$ cat src/rtl/usb_out_ep_pkg.sv
package usb_out_ep_pkg;
  typedef enum logic [1:0] {
    HS_NONE  = 2'd0,
    HS_ACK   = 2'd1,
    HS_NAK   = 2'd2,
    HS_STALL = 2'd3
  } hs_code_e;

  typedef enum logic [1:0] {
    WHY_STORE = 2'd0,
    WHY_DUP   = 2'd1,
    WHY_FULL  = 2'd2,
    WHY_STALL = 2'd3
  } why_e;

  localparam int unsigned B_RDY    = 0;
  localparam int unsigned B_FULL   = 1;
  localparam int unsigned B_OVR    = 2;
  localparam int unsigned B_DERR   = 3;
  localparam int unsigned B_FLUSH  = 4;
  localparam int unsigned B_SSTALL = 5;
  localparam int unsigned B_STSENT = 6;
  localparam int unsigned B_CLRTOG = 7;
endpackage

$ cat src/rtl/ep_pkt_buf.sv
module ep_pkt_buf #(
  parameter int unsigned SLOT_BYTES = 64,
  localparam int unsigned LEN_W = $clog2(SLOT_BYTES + 1),
  localparam int unsigned PTR_W = (SLOT_BYTES > 1) ? $clog2(SLOT_BYTES) : 1
) (
  input  logic             clk_i,
  input  logic             rst_ni,
  input  logic             dbl_buf_i,
  input  logic             wr_open_i,
  input  logic             wr_en_i,
  input  logic [7:0]       wr_data_i,
  input  logic             commit_i,
  input  logic             commit_err_i,
  input  logic             pop_i,
  input  logic             rd_adv_i,
  output logic             full_o,
  output logic             nonempty_o,
  output logic [7:0]       rd_data_o,
  output logic [LEN_W-1:0] rd_len_o,
  output logic             rd_err_o
);
  localparam int unsigned NSLOT = 2;

  logic [7:0]       mem_q [NSLOT][SLOT_BYTES];
  logic [LEN_W-1:0] slot_len_q [NSLOT];
  logic             slot_err_q [NSLOT];
  logic [1:0]       count_q;
  logic             wr_slot_q, rd_slot_q;
  logic [LEN_W-1:0] wr_len_q, rd_ptr_q;
  logic             wr_room;

  assign wr_room    = wr_len_q < LEN_W'(SLOT_BYTES);
  assign full_o     = count_q >= (dbl_buf_i ? 2'd2 : 2'd1);
  assign nonempty_o = count_q != 2'd0;
  assign rd_data_o  = mem_q[rd_slot_q][rd_ptr_q[PTR_W-1:0]];
  assign rd_len_o   = slot_len_q[rd_slot_q];
  assign rd_err_o   = slot_err_q[rd_slot_q];

  always_ff @(posedge clk_i) begin
    if (wr_en_i && wr_room) mem_q[wr_slot_q][wr_len_q[PTR_W-1:0]] <= wr_data_i;
  end

  always_ff @(posedge clk_i or negedge rst_ni) begin
    if (!rst_ni) begin
      wr_len_q <= '0;
    end else if (wr_open_i) begin
      wr_len_q <= '0;
    end else if (wr_en_i && wr_room) begin
      wr_len_q <= wr_len_q + 1'b1;
    end
  end

  for (genvar s = 0; s < NSLOT; s++) begin : g_slot
    always_ff @(posedge clk_i or negedge rst_ni) begin
      if (!rst_ni) begin
        slot_len_q[s] <= '0;
        slot_err_q[s] <= 1'b0;
      end else if (commit_i && (wr_slot_q == 1'(s))) begin
        slot_len_q[s] <= wr_len_q;
        slot_err_q[s] <= commit_err_i;
      end
    end
  end

  always_ff @(posedge clk_i or negedge rst_ni) begin
    if (!rst_ni) begin
      count_q   <= '0;
      wr_slot_q <= 1'b0;
      rd_slot_q <= 1'b0;
      rd_ptr_q  <= '0;
    end else begin
      count_q <= count_q + {1'b0, commit_i} - {1'b0, pop_i};
      if (commit_i) wr_slot_q <= ~wr_slot_q;
      if (pop_i) begin
        rd_slot_q <= ~rd_slot_q;
        rd_ptr_q  <= '0;
      end else if (rd_adv_i && (rd_ptr_q < rd_len_o)) begin
        rd_ptr_q <= rd_ptr_q + 1'b1;
      end
    end
  end

  p_commit_room_r3: assert property (@(posedge clk_i) disable iff (!rst_ni)
    commit_i |-> !full_o);
  p_pop_nonempty_r12: assert property (@(posedge clk_i) disable iff (!rst_ni)
    pop_i |-> nonempty_o);
endmodule

$ cat src/rtl/ep_rx_judge.sv
module ep_rx_judge
  import usb_out_ep_pkg::*;
(
  input  logic     clk_i,
  input  logic     rst_ni,
  input  logic     iso_i,
  input  logic     stall_req_i,
  input  logic     full_i,
  input  logic     clr_toggle_i,
  input  logic     rx_start_i,
  input  logic     rx_data1_i,
  input  logic     rx_valid_i,
  input  logic     rx_end_i,
  input  logic     rx_err_i,
  output logic     wr_open_o,
  output logic     wr_en_o,
  output logic     commit_o,
  output logic     commit_err_o,
  output logic     overrun_o,
  output logic     stall_sent_o,
  output logic     hs_valid_o,
  output hs_code_e hs_code_o
);
  logic     active_q, keep_q, toggle_q, hs_valid_q;
  why_e     why_q, why_d;
  hs_code_e hs_code_q, hs_d;
  logic     end_hit;

  always_comb begin
    if (iso_i)                      why_d = full_i ? WHY_FULL : WHY_STORE;
    else if (stall_req_i)           why_d = WHY_STALL;
    else if (full_i)                why_d = WHY_FULL;
    else if (rx_data1_i != toggle_q) why_d = WHY_DUP;
    else                            why_d = WHY_STORE;
  end

  always_comb begin
    case (why_q)
      WHY_STALL: hs_d = HS_STALL;
      WHY_FULL:  hs_d = HS_NAK;
      default:   hs_d = HS_ACK;
    endcase
  end

  assign end_hit      = rx_end_i && active_q;
  assign wr_open_o    = rx_start_i;
  assign wr_en_o      = rx_valid_i && active_q && keep_q;
  assign commit_o     = end_hit && keep_q && (iso_i || !rx_err_i);
  assign commit_err_o = rx_err_i;
  assign overrun_o    = end_hit && iso_i && (why_q == WHY_FULL);
  assign hs_valid_o   = hs_valid_q;
  assign hs_code_o    = hs_code_q;
  assign stall_sent_o = hs_valid_q && (hs_code_q == HS_STALL);

  always_ff @(posedge clk_i or negedge rst_ni) begin
    if (!rst_ni) begin
      active_q   <= 1'b0;
      keep_q     <= 1'b0;
      why_q      <= WHY_STORE;
      toggle_q   <= 1'b0;
      hs_valid_q <= 1'b0;
      hs_code_q  <= HS_NONE;
    end else begin
      hs_valid_q <= 1'b0;
      hs_code_q  <= HS_NONE;
      if (rx_start_i) begin
        active_q <= 1'b1;
        keep_q   <= (why_d == WHY_STORE);
        why_q    <= why_d;
      end else if (rx_end_i) begin
        active_q <= 1'b0;
      end
      if (end_hit && !iso_i && !rx_err_i) begin
        hs_valid_q <= 1'b1;
        hs_code_q  <= hs_d;
      end
      if (clr_toggle_i)             toggle_q <= 1'b0;
      else if (commit_o && !iso_i)  toggle_q <= ~toggle_q;
    end
  end

  p_iso_silent_r10: assert property (@(posedge clk_i) disable iff (!rst_ni)
    (rx_end_i && iso_i) |=> !hs_valid_o);
  p_err_silent_r9: assert property (@(posedge clk_i) disable iff (!rst_ni)
    (rx_end_i && rx_err_i) |=> !hs_valid_o);
  p_clr_toggle_r6: assert property (@(posedge clk_i) disable iff (!rst_ni)
    clr_toggle_i |=> !toggle_q);
endmodule

$ cat src/rtl/ep_csr.sv
module ep_csr
  import usb_out_ep_pkg::*;
(
  input  logic       clk_i,
  input  logic       rst_ni,
  input  logic       iso_i,
  input  logic       csr_wr_i,
  input  logic [7:0] csr_wdata_i,
  input  logic       nonempty_i,
  input  logic       full_i,
  input  logic       rd_err_i,
  input  logic       overrun_set_i,
  input  logic       stall_sent_set_i,
  output logic       pop_o,
  output logic       clr_toggle_o,
  output logic       send_stall_o,
  output logic [7:0] csr_rdata_o,
  output logic       irq_o
);
  logic rdy_q, flush_q, ovr_q, stsent_q, sstall_q, irq_q;
  logic release_req, flush_req;

  assign release_req  = csr_wr_i && rdy_q && !csr_wdata_i[B_RDY];
  assign flush_req    = csr_wr_i && csr_wdata_i[B_FLUSH];
  assign pop_o        = (release_req || flush_req) && nonempty_i;
  assign clr_toggle_o = csr_wr_i && csr_wdata_i[B_CLRTOG];
  assign send_stall_o = sstall_q;
  assign irq_o        = irq_q;

  always_comb begin
    csr_rdata_o           = '0;
    csr_rdata_o[B_RDY]    = rdy_q;
    csr_rdata_o[B_FULL]   = full_i;
    csr_rdata_o[B_OVR]    = ovr_q;
    csr_rdata_o[B_DERR]   = rdy_q && rd_err_i && iso_i;
    csr_rdata_o[B_FLUSH]  = flush_q;
    csr_rdata_o[B_SSTALL] = sstall_q;
    csr_rdata_o[B_STSENT] = stsent_q;
  end

  always_ff @(posedge clk_i or negedge rst_ni) begin
    if (!rst_ni) begin
      rdy_q    <= 1'b0;
      flush_q  <= 1'b0;
      ovr_q    <= 1'b0;
      stsent_q <= 1'b0;
      sstall_q <= 1'b0;
      irq_q    <= 1'b0;
    end else begin
      irq_q   <= 1'b0;
      flush_q <= flush_req;
      if (release_req || flush_req) begin
        rdy_q <= 1'b0;
      end else if (!rdy_q && nonempty_i) begin
        rdy_q <= 1'b1;
        irq_q <= 1'b1;
      end
      if (overrun_set_i)                          ovr_q <= 1'b1;
      else if (csr_wr_i && !csr_wdata_i[B_OVR])   ovr_q <= 1'b0;
      if (stall_sent_set_i)                       stsent_q <= 1'b1;
      else if (csr_wr_i && !csr_wdata_i[B_STSENT]) stsent_q <= 1'b0;
      if (csr_wr_i) sstall_q <= csr_wdata_i[B_SSTALL];
    end
  end

  p_flush_selfclr_r12: assert property (@(posedge clk_i) disable iff (!rst_ni)
    (flush_q && !csr_wr_i) |=> !flush_q);
  p_irq_with_rdy_r2: assert property (@(posedge clk_i) disable iff (!rst_ni)
    irq_o |-> rdy_q);
  p_ovr_sticky_r11: assert property (@(posedge clk_i) disable iff (!rst_ni)
    (ovr_q && !csr_wr_i) |=> ovr_q);
  p_stsent_sticky_r7: assert property (@(posedge clk_i) disable iff (!rst_ni)
    (stsent_q && !csr_wr_i) |=> stsent_q);
endmodule

$ cat src/rtl/usb_out_ep_ctrl.sv
module usb_out_ep_ctrl
  import usb_out_ep_pkg::*;
#(
  parameter int unsigned SLOT_BYTES = 64,
  localparam int unsigned LEN_W = $clog2(SLOT_BYTES + 1)
) (
  input  logic             clk_i,
  input  logic             rst_ni,
  input  logic             iso_mode_i,
  input  logic             dbl_buf_i,
  input  logic             rx_start_i,
  input  logic             rx_data1_i,
  input  logic             rx_valid_i,
  input  logic [7:0]       rx_data_i,
  input  logic             rx_end_i,
  input  logic             rx_err_i,
  output logic             hs_valid_o,
  output logic [1:0]       hs_code_o,
  input  logic             csr_wr_i,
  input  logic [7:0]       csr_wdata_i,
  output logic [7:0]       csr_rdata_o,
  input  logic             fifo_rd_i,
  output logic [7:0]       fifo_rdata_o,
  output logic [LEN_W-1:0] pkt_len_o,
  output logic             irq_o
);
  logic     wr_open, wr_en, commit, commit_err, overrun_set, stall_sent_set;
  logic     full, nonempty, rd_err, pop, clr_toggle, send_stall;
  hs_code_e hs_code;

  ep_rx_judge u_judge (
    .clk_i        (clk_i),
    .rst_ni       (rst_ni),
    .iso_i        (iso_mode_i),
    .stall_req_i  (send_stall),
    .full_i       (full),
    .clr_toggle_i (clr_toggle),
    .rx_start_i   (rx_start_i),
    .rx_data1_i   (rx_data1_i),
    .rx_valid_i   (rx_valid_i),
    .rx_end_i     (rx_end_i),
    .rx_err_i     (rx_err_i),
    .wr_open_o    (wr_open),
    .wr_en_o      (wr_en),
    .commit_o     (commit),
    .commit_err_o (commit_err),
    .overrun_o    (overrun_set),
    .stall_sent_o (stall_sent_set),
    .hs_valid_o   (hs_valid_o),
    .hs_code_o    (hs_code)
  );
  assign hs_code_o = hs_code;

  ep_pkt_buf #(.SLOT_BYTES(SLOT_BYTES)) u_buf (
    .clk_i        (clk_i),
    .rst_ni       (rst_ni),
    .dbl_buf_i    (dbl_buf_i),
    .wr_open_i    (wr_open),
    .wr_en_i      (wr_en),
    .wr_data_i    (rx_data_i),
    .commit_i     (commit),
    .commit_err_i (commit_err),
    .pop_i        (pop),
    .rd_adv_i     (fifo_rd_i),
    .full_o       (full),
    .nonempty_o   (nonempty),
    .rd_data_o    (fifo_rdata_o),
    .rd_len_o     (pkt_len_o),
    .rd_err_o     (rd_err)
  );

  ep_csr u_csr (
    .clk_i            (clk_i),
    .rst_ni           (rst_ni),
    .iso_i            (iso_mode_i),
    .csr_wr_i         (csr_wr_i),
    .csr_wdata_i      (csr_wdata_i),
    .nonempty_i       (nonempty),
    .full_i           (full),
    .rd_err_i         (rd_err),
    .overrun_set_i    (overrun_set),
    .stall_sent_set_i (stall_sent_set),
    .pop_o            (pop),
    .clr_toggle_o     (clr_toggle),
    .send_stall_o     (send_stall),
    .csr_rdata_o      (csr_rdata_o),
    .irq_o            (irq_o)
  );
endmodule

$ cat config.mk
export PLATFORM = sky130hd
export DESIGN_NAME = usb_out_ep_ctrl
export DESIGN_NICKNAME = d
export VERILOG_FILES = /design/src/rtl/usb_out_ep_pkg.sv /design/src/rtl/ep_pkt_buf.sv /design/src/rtl/ep_rx_judge.sv /design/src/rtl/ep_csr.sv /design/src/rtl/usb_out_ep_ctrl.sv
export SDC_FILE = /design/constraint.sdc
export NUM_CORES = 1
export LEC_CHECK = 0
export ABC_AREA = 0
export BUFFER_PORTS_ARGS = -buffer_cell sky130_fd_sc_hd__buf_2
export CORE_MARGIN = 1
export CORE_UTILIZATION = 30
export DETAILED_ROUTE_END_ITERATION = 16
export PLACE_DENSITY_LB_ADDON = 0.1
export SETUP_SLACK_MARGIN = 0.02
export SYNTH_ARGS = -nofsm -noshare
export SYNTH_HDL_FRONTEND = slang
export SYNTH_HIERARCHICAL = 1
export SYNTH_SLANG_ARGS = --single-unit
$ cat constraint.sdc
create_clock -name clk_i -period 3.5 [get_ports clk_i]
set_input_delay 0.7 -clock clk_i [delete_from_list [all_inputs] [get_ports clk_i]]
set_output_delay 0.7 -clock clk_i [all_outputs]
set_load 0.05 [all_outputs]
# After elaboration in Yosys (flattened, before gate mapping)
# Memories as Yosys holds them, arrays and structs flattened.
# Index checks and enable logic that the tools add are counted.
# word_totals
regBits,48
ramBits,1024
out_inout_bits,27
memories,1
# op_classes
addsub,4
n_lt_le_gt_ge,7
n_eq_ne,4
n_mux,38
bitwise_logic,6
reduce_logical,43
# mem_list
name,words,word_bits,rd,rd_ports_with_merged_regs,wr,line,text
u_buf.mem_q,2,512,1,0,1,ep_pkt_buf.sv:24,logic [7:0] mem_q [NSLOT][SLOT_BYTES];
# op_table
op,n
$mux W512,1
$mux W7,7
$bmux W8 S6,1
$demux W8 S6,1
$logic_and A1 B1 Y1,26
$mux W8,3
$mux W1,18
$reduce_bool A2 Y1,8
$add A7 B1 Y7 const B,2
$ge A7 B7 Y1 const B,2
$not A6 Y7,2
$mux W2,6
$lt A7 B1 Y1 const B,1
$lt A7 B7 Y1,1
$lt A7 B7 Y1 const B,1
$eq A2 B2 Y1 const B,3
$logic_not A1 Y1,6
$pmux W2 S2,1
$not A1 Y1,3
$add A2 B1 Y2,1
$ge A2 B2 Y1,1
$ge A2 B2 Y1 const B,1
$logic_not A2 Y1,1
$logic_or A1 B1 Y1,2
3 further kinds,3

# Depth between registers and ports, before layout
# Gate-level depths: netlist of the first run.
# logic_depth
word_depth,8
mapped_depth,14
mapped_depth_nobuf,8

# Hierarchy
# The synthesis of the first run kept the hierarchy.
# by_module_without_submodules
mod,n_inst,cells_each,area_per_inst_um2,seq_area_each_um2
ep_pkt_buf,1,2071,41939.0,31600.3
ep_rx_judge,1,38,386.6,200.2
ep_csr,1,27,312.8,150.1

# Worst setup path after synthesis of the first run
# Ideal clock, no wire load.
# synth_timing
kind,reg-to-output
startpoint,register u_buf.rd_slot_q
endpoint,output port fifo_rdata_o[5]
t_arrival_ns,2.664
slack_ns,0.136
path_stages_with_launch,12
path_buffers,5
path_cell_list,dfrtp_1 buf_6 buf_12 buf_12 buf_8 buf_8 mux2i_1 o32ai_1 nor3_1 a221oi_1 nand2_1 a32oi_1
# synth_between
elab_chain_cells,4
# synth_rtl
element,line,text
"start, declared",ep_pkt_buf.sv:28,"logic wr_slot_q, rd_slot_q;"
"start signal, assigned",ep_pkt_buf.sv:75,rd_slot_q <= ~rd_slot_q;
$mem_v2 Z2 W512,-,
$bmux W8 S6,ep_pkt_buf.sv:35,assign rd_data_o = mem_q[rd_slot_q][rd_ptr_q[PTR_W-1:0]];
$mux W8 (implied by the code) (2 in series),ep_pkt_buf.sv:35,
"end, declared",usb_out_ep_ctrl.sv:23,"output logic [7:0] fifo_rdata_o,"
# No other way between the ends. The select of a mux whose other input is x is not followed.

# Worst setup path after layout of the first run
# layout_timing
startpoint,register u_buf.rd_ptr_q[0]
endpoint,output port fifo_rdata_o[4]
# layout_between
elab_chain_cells,4
# layout_rtl
element,line,text
"start, declared",ep_pkt_buf.sv:29,"logic [LEN_W-1:0] wr_len_q, rd_ptr_q;"
"start signal, assigned",ep_pkt_buf.sv:78,rd_ptr_q <= rd_ptr_q + 1'b1;
$not A6 Y7 (implied by the code),ep_pkt_buf.sv:35,
$bmux W8 S6,ep_pkt_buf.sv:35,
$mux W8 (implied by the code) (2 in series),ep_pkt_buf.sv:35,
# No other way between the ends. The select of a mux whose other input is x is not followed.

==> results of run 1 <==
layer usage:
layer  GRT usage (%)  vias up  routed length, um
li1                -     9609                  -
met1            24.2    11834              56900
met2            28.0      436              59400
met3            2.78      128               5330
met4            4.02        2               1980
met5               0        -                 13
sequential cells by signal (all words and copies together) (netlist names), 2 cells and up:
register / count
u_judge/why_q: 2
u_judge/hs_code_o: 2
u_buf/slot_err_q: 2
u_buf/count_q: 2
u_buf/slot_len_q: 14
u_buf/rd_ptr_q: 7
u_buf/mem_q: 1024
u_buf/wr_len_q: 7
per-stage QoR:
step	setup TNS, ns	area [sq um]	setup slack, ns	utilization, %
finish	-4.71	52700	-0.628	37.6
floorplan	0	42600	0.136	-
global placement	-1.46	47400	-0.354	33.8
CTS	-5.40	52400	-0.710	37.4
global route	-5.55	52700	-0.743	37.6
detailed placement	-1.36	47400	-0.303	33.8
worst max-delay path by stage:
stage / from / end / slack [ns] / cells after the start
floorplan: u_buf/rd_slot_q / fifo_rdata_o[5] / 0.14 / 11
global placement: u_buf/rd_slot_q / fifo_rdata_o[4] / -0.35 / 9
detailed placement: u_buf/rd_slot_q / fifo_rdata_o[4] / -0.30 / 9
CTS: u_buf/rd_slot_q / fifo_rdata_o[4] / -0.71 / 10
global route: u_buf/rd_slot_q / fifo_rdata_o[4] / -0.74 / 12
finish: u_buf/rd_ptr_q[0] / fifo_rdata_o[4] / -0.63 / 9
cell type report:
type | count | area share (%)
multi-input cells | 918 | 19.6
clock buffers | 140 | 5.84
well taps | 1876 | 4.45
flip-flops and latches | 1072 | 60.6
clock inverters | 81 | 1.63
diodes | 1 | 0.00475
inverters | 21 | 0.154
repair buffers | 420 | 7.72
logic make-up after synthesis:
kind of cell / Yosys count
multiplexers: 383
XOR/XNOR: 10
other: 1
flip-flops: 1072
adder cells (fa/ha/maj): 12
AND/OR/NAND/NOR: 328
AO/OA/AOI/OAI: 184
buffers and inverters: 146
power by group through the flow:
stage          Clock, mW  Combinational [mW]  Sequential (mW)
2_1_floorplan          0                5.12             14.5
3_3_place_gp           0                8.54             14.6
3_5_place_dp           0                8.58             14.6
4_1_cts             13.0                9.84             14.3
5_1_grt             13.4                10.5             14.3
6_report            12.6                9.94             14.3
cell usage in the layout (no fill, tap or decap), types with 11 or more instances in the layout:
master	Yosys	final
edfxtp_1	1024	1024
buf_4	23	310
mux4_2	207	214
nor2_1	161	158
clkbuf_16	0	124
mux2i_1	137	117
nand2_1	68	60
buf_12	6	48
dfrtp_1	48	43
a21oi_1	46	34
buf_2	33	31
clkinv_1	1	28
clkinv_2	0	24
nand3_1	25	24
o221ai_1	32	22
mux2_2	21	21
clkbuf_1	40	20
inv_1	20	18
o21ai_0	20	18
bufinv_16	0	16
a21oi_2	2	14
mux2i_2	0	13
ha_1	12	12
a221oi_2	1	11
nor2b_1	12	11
worst max-delay path: stages, from the launching register on:
cell and delay (ns):
dfrtp_4 0.54, buf_4 0.26, buf_12 0.20, buf_4 0.21, mux4_2 0.33, nand2b_1 0.20
a31oi_2 0.27, nand2_1 0.11, o221a_2 0.36, buf_8 0.17
repair_timing:
item                                    in CTS  in global routing
resized for setup                          126                 34
endpoints found under the setup margin      11                 13
gates cloned                                 5                  4
setup buffers                               31                 11
pin swaps                                   29                 23
==> flow_summary.json, run 1 <==
{
  "outcome": "finished with violations",
  "violations": "negative setup slack",
  "cts_hold_buffers": 0,
  "power.total_mw": 36.9,
  "synth_most_common_cell": "edfxtp_1",
  "maxSlewHeadroom_pct": 33.2,
  "drc": 0,
  "cts_sinks": 1072,
  "grt_pass1_wl_mm": 175,
  "hpwl_mm": 80.0,
  "setup-violations-final": 8,
  "grt_pass1_vias": 23075,
  "grt_max_degree": 69,
  "p_switching_mw": 10.3,
  "ys_warn_count": 6,
  "critPathCaptureType": "primary output",
  "die_w_um": 379,
  "area_growth_pct": 23.6,
  "wl_mm": 124,
  "p_seq_share_pct": 38.7,
  "synth_top_area_share_pct": 72.1,
  "synth_edf_count": 1024,
  "skew_ns": 0.0554,
  "path_clk_slew_ns": 0.06,
  "min_period_ns": 4.13,
  "synth-main-ff-cell": "edfxtp_1",
  "yosysSeqAreaShare_pct": 74.9,
  "cts-root-buf": "clkbuf_16",
  "worst_setup_path_start_kind": "flop",
  "synth_common_cells": "edfxtp_1 (1024), mux4_2 (207), nor2_1 (161), mux2i_1 (137), nand2_1 (68)",
  "p_leak_nw": 17.7,
  "holdCritPathClass": "in2async",
  "synthArstFlopShare_pct": 4.48,
  "period_share_pct": 118,
  "ys_ff_latch": 1072,
  "synth_fa_ha_area_share_pct": 0.352,
  "reg2reg_slack_ns": 0.34,
  "antenna_found_initial": 3,
  "synth_compound_area_share_pct": 3.05,
  "cts_buffer_depth": 3,
  "insertion_delay_ns": 0.75,
  "dp_cells": 4259,
  "arrival_ns": 3.43,
  "yosys.area_share.xor_xnor_pct": 0.205,
  "core_area_sq_mm": 0.140,
  "cts_buffers": 118,
  "critical_path_required_ns": 2.80,
  "final_nets": 2590,
  "setup_ws_ns": -0.628,
  "path_class": "reg2out",
  "grt_usage_pct": 17.3,
  "ant_nets": 0,
  "ios": 54,
  "worstMarginPinSlew_ns": 1.00,
  "avgRoutedWirePerCell_um": 27.3,
  "num-fill-cells": 13026,
  "p_clk_share_pct": 34.3,
  "rsz0062_at_grt": "yes",
  "yosys-top-cells-area": "edfxtp_1 (72%), mux4_2 (11%), mux2i_1 (3.2%)",
  "worstRegToRegCells": 12,
  "start_util_pct": 30.4,
  "cts_tree": "built",
  "hold_viol_final": 0,
  "synth-simple-area-share_pct": 3.50,
  "whs_ns": 0.144,
  "maxSlewViolCount": 0,
  "synth_top_family_by_area": "multiplexers",
  "drive_above_1_share_pct": 35.4,
  "peakVddDrop_mv": 0.438,
  "maxCapViolCount": 0,
  "avgSynthCellArea_sq_um": 20.0,
  "vias": 22009,
  "yosysTopAreaCell": "edfxtp_1",
  "stdcell_count": 4529,
  "ys_types": 75,
  "switching_share_pct": 28.1,
  "netlist_area_sq_mm": 0.0426,
  "htreeDepth": 3,
  "clock.fmax_mhz": 242,
  "internal_power_mw": 26.5,
  "globalplace.congestion": 0.791,
  "syn-instance-count": 2136,
  "seq_area_sq_mm": 0.0320,
  "via_per_inst": 4.86,
  "power-per-cell-area_mw_per_mm2": 699,
  "r2r_start": "u_buf/rd_slot_q",
  "grt_overflow_total": 0,
  "portBuffers": 50,
  "syn_nets": 2175,
  "critPathMaxFanout": 21,
  "r2r-end": "u_buf/rd_ptr_q[5]",
  "die_h_um": 379,
  "multi_input_area_sq_mm": 0.0103,
  "first_iter_violations": 1598,
  "synthMuxAreaShare_pct": 15.7,
  "die_area_sq_mm": 0.144,
  "rows": 137,
  "share_comb_of_total_power_pct": 27.0,
  "drtPass1Iterations": 5
}
(Power assumes the default switching activity.)
==> inputs of run 2 (changes only) <==
--- a/config.mk
+++ b/config.mk
@@ -14,5 +14,4 @@
 export SETUP_SLACK_MARGIN = 0.02
 export SYNTH_ARGS = -nofsm -noshare
 export SYNTH_HDL_FRONTEND = slang
-export SYNTH_HIERARCHICAL = 1
 export SYNTH_SLANG_ARGS = --single-unit
==> run 2 against run 1 <==
Compared with the run above:
- the flow still finishes with violations (negative setup slack)
- synthesized area down 1.3%
- clock power decreased by 6%
- worst setup slack lost 0.040 ns
- global-route usage increased by 0.11 points
- first-iteration DRC count increased by 21%
- worst hold slack worse by 0.020 ns
- power is 6.4% lower
- synthesized cell count is 1.9% lower
- clock-buffer cell count grew 9
- utilization is 0.14 points lower
==> flow_summary.json, run 2 <==
{
  "r2r_start": "u_buf.rd_slot_q",
  "syn_nets": 2135,
  "via_per_inst": 4.90,
  "cts-root-buf": "clkbuf_16",
  "insertion_delay_ns": 0.73,
  "die_area_sq_mm": 0.142,
  "netlist_area_sq_mm": 0.0421,
  "power.total_mw": 34.5,
  "path_clk_slew_ns": 0.06,
  "htreeDepth": 3,
  "syn-instance-count": 2096,
  "synth_edf_count": 1024,
  "cts_tree": "built",
  "synth_top_area_share_pct": 73.0,
  "p_clk_share_pct": 34.3,
  "avgSynthCellArea_sq_um": 20.1,
  "stdcell_count": 4483,
  "maxSlewHeadroom_pct": 35.4,
  "yosysTopAreaCell": "edfxtp_1",
  "reg2reg_slack_ns": 0.45,
  "antenna_found_initial": 4,
  "rows": 137,
  "final_nets": 2551,
  "largest_reg_flops": 1024,
  "grt_usage_pct": 17.4,
  "seq_area_sq_mm": 0.0320,
  "ant_nets": 0,
  "maxCapViolCount": 0,
  "setup_ws_ns": -0.669,
  "wl_mm": 122,
  "share_comb_of_total_power_pct": 24.4,
  "cts_sinks": 1072,
  "peakVddDrop_mv": 0.395,
  "p_seq_share_pct": 41.3,
  "violations": "negative setup slack",
  "globalplace.congestion": 0.780,
  "p_leak_nw": 16.8,
  "synth-main-ff-cell": "edfxtp_1",
  "first_iter_violations": 1934,
  "drive_above_1_share_pct": 36.1,
  "grt_pass1_wl_mm": 173,
  "r2r-end": "u_buf.rd_ptr_q[3]",
  "maxSlewViolCount": 0,
  "synthArstFlopShare_pct": 4.48,
  "core_area_sq_mm": 0.139,
  "ys_ff_latch": 1072,
  "final_common_cell": "edfxtp_1",
  "period_share_pct": 119,
  "num-fill-cells": 12750,
  "switching_share_pct": 27.2,
  "outcome": "finished with violations",
  "multi_input_area_sq_mm": 0.0103,
  "ios": 54,
  "critical_path_required_ns": 2.80,
  "finalSetupTns_ns": -5.00,
  "yosysSeqAreaShare_pct": 75.9,
  "synth_common_cells": "edfxtp_1 (1024), mux4_2 (240), nor2_1 (146), mux2i_1 (96), nand2_1 (85)",
  "setup-violations-final": 8,
  "holdCritPathClass": "in2async",
  "rsz0062_at_grt": "yes",
  "power-per-cell-area_mw_per_mm2": 661,
  "portBuffers": 50,
  "cts_buffers": 117,
  "drc": 0,
  "arrival_ns": 3.47,
  "avgRoutedWirePerCell_um": 27.3,
  "die_h_um": 377,
  "start_util_pct": 30.2,
  "critPathCaptureType": "primary output",
  "internal_power_mw": 25.1,
  "grt_max_degree": 93,
  "drtPass1Iterations": 6,
  "grt_pass1_vias": 22992,
  "die_w_um": 377,
  "vias": 21979,
  "area_growth_pct": 24.0,
  "ys_warn_count": 0,
  "layout_common_cells": "edfxtp_1 (1024), buf_4 (309), mux4_2 (240)",
  "worstMarginPinSlew_ns": 0.968,
  "yosys-top-cells-area": "edfxtp_1 (73%), mux4_2 (13%), dfrtp_1 (2.9%)",
  "worst_setup_path_start_kind": "flop",
  "hold_viol_final": 0,
  "synth_most_common_cell": "edfxtp_1",
  "skew_ns": 0.0261,
  "hpwl_mm": 78.4,
  "critPathMaxFanout": 18,
  "ys_types": 50,
  "clock.fmax_mhz": 240,
  "cts_hold_buffers": 0,
  "cts_buffer_depth": 3,
  "path_class": "reg2out",
  "worstRegToRegCells": 11,
  "dp_cells": 4237,
  "min_period_ns": 4.17,
  "p_switching_mw": 9.39,
  "grt_overflow_total": 0
}
==> run 2: logic make-up (layout without fill, tap and decap cells) <==
logic type | count (synthesis) | in the layout | share of synthesized area (%)
DFF | 1072 | 1072 | 75.9
muxes | 355 | 355 | 15.6
and+or+nand+nor | 339 | 339 | 3.60
AOI/OAI and AO/OA | 166 | 166 | 2.67
buffers and inverters | 141 | 651 | 1.62
adders and majority gates | 12 | 12 | 0.357
xor gates and xnor gates | 10 | 10 | 0.208
other | 1 | 2 | 0.00891
==> run 2: critical path, stage by stage, from the launching register on <==
cell       delay (ns)
dfrtp_4          0.54
buf_6            0.23
buf_16           0.20
buf_6            0.18
mux4_2           0.31
mux2i_2          0.22
o2111ai_2        0.22
a211oi_2         0.40
nor2_4           0.11
buf_6            0.14
buf_8            0.14
==> run 2: area by class of cell <==
| type | count | area share, % |
|---|---|---|
| tap | 1876 | 4.50 |
| antenna | 1 | 0.00479 |
| timing repair buffer | 416 | 7.39 |
| clock inverter | 64 | 0.985 |
| inverter | 22 | 0.158 |
| sequential | 1072 | 61.2 |
| multi-input combinational | 883 | 19.7 |
| clock buffer | 149 | 5.98 |
==> run 2: layer usage <==
layer	part of all wire (%)	vias up	global-route usage, %
met4	2.4	0	4.65
met5	0	-	0
met3	4.8	166	3.00
li1	-	9435	-
met2	48	535	27.8
met1	45	11843	24.4
==> run 2: worst max path at each step <==
stage	slack [ns]	end	cells after the start	from
after floorplan	0.46	fifo_rdata_o[4]	9	u_buf.rd_ptr_q[0]
after global placement	-0.63	fifo_rdata_o[0]	10	u_buf.rd_slot_q
after detailed placement	-0.56	fifo_rdata_o[0]	10	u_buf.rd_slot_q
after CTS	-0.74	fifo_rdata_o[1]	12	u_buf.rd_slot_q
after global routing	-0.80	fifo_rdata_o[0]	10	u_buf.rd_slot_q
final	-0.67	fifo_rdata_o[1]	10	u_buf.rd_ptr_q[0]
==> run 2: timing repair <==
item,4_1_cts,5_1_grt
cloned,6,0
buffers inserted,26,3
resized for setup,165,33
endpoints found under the setup margin,8,8
pin swaps,23,14
==> run 2: power by group through the flow <==
stage / combinational, mW / clock [mW] / sequential [mW]
detailed placement: 7.24 / 0 / 14.5
global route: 8.89 / 12.6 / 14.3
floorplan: 4.33 / 0 / 14.5
CTS: 8.43 / 12.1 / 14.3
global placement: 7.23 / 0 / 14.5
finish: 8.41 / 11.8 / 14.3
==> run 2: per-stage QoR <==
stage	hold WS (ns)	util, %	instance area, sq um	setup slack [ns]
after floorplan	0.404	-	42100	0.457
after global routing	0.116	37.4	52200	-0.801
after detailed placement	0.495	33.8	47100	-0.562
after CTS	0.0922	37.3	52000	-0.744
after global placement	0.482	33.8	47100	-0.633
final	0.125	37.4	52200	-0.669
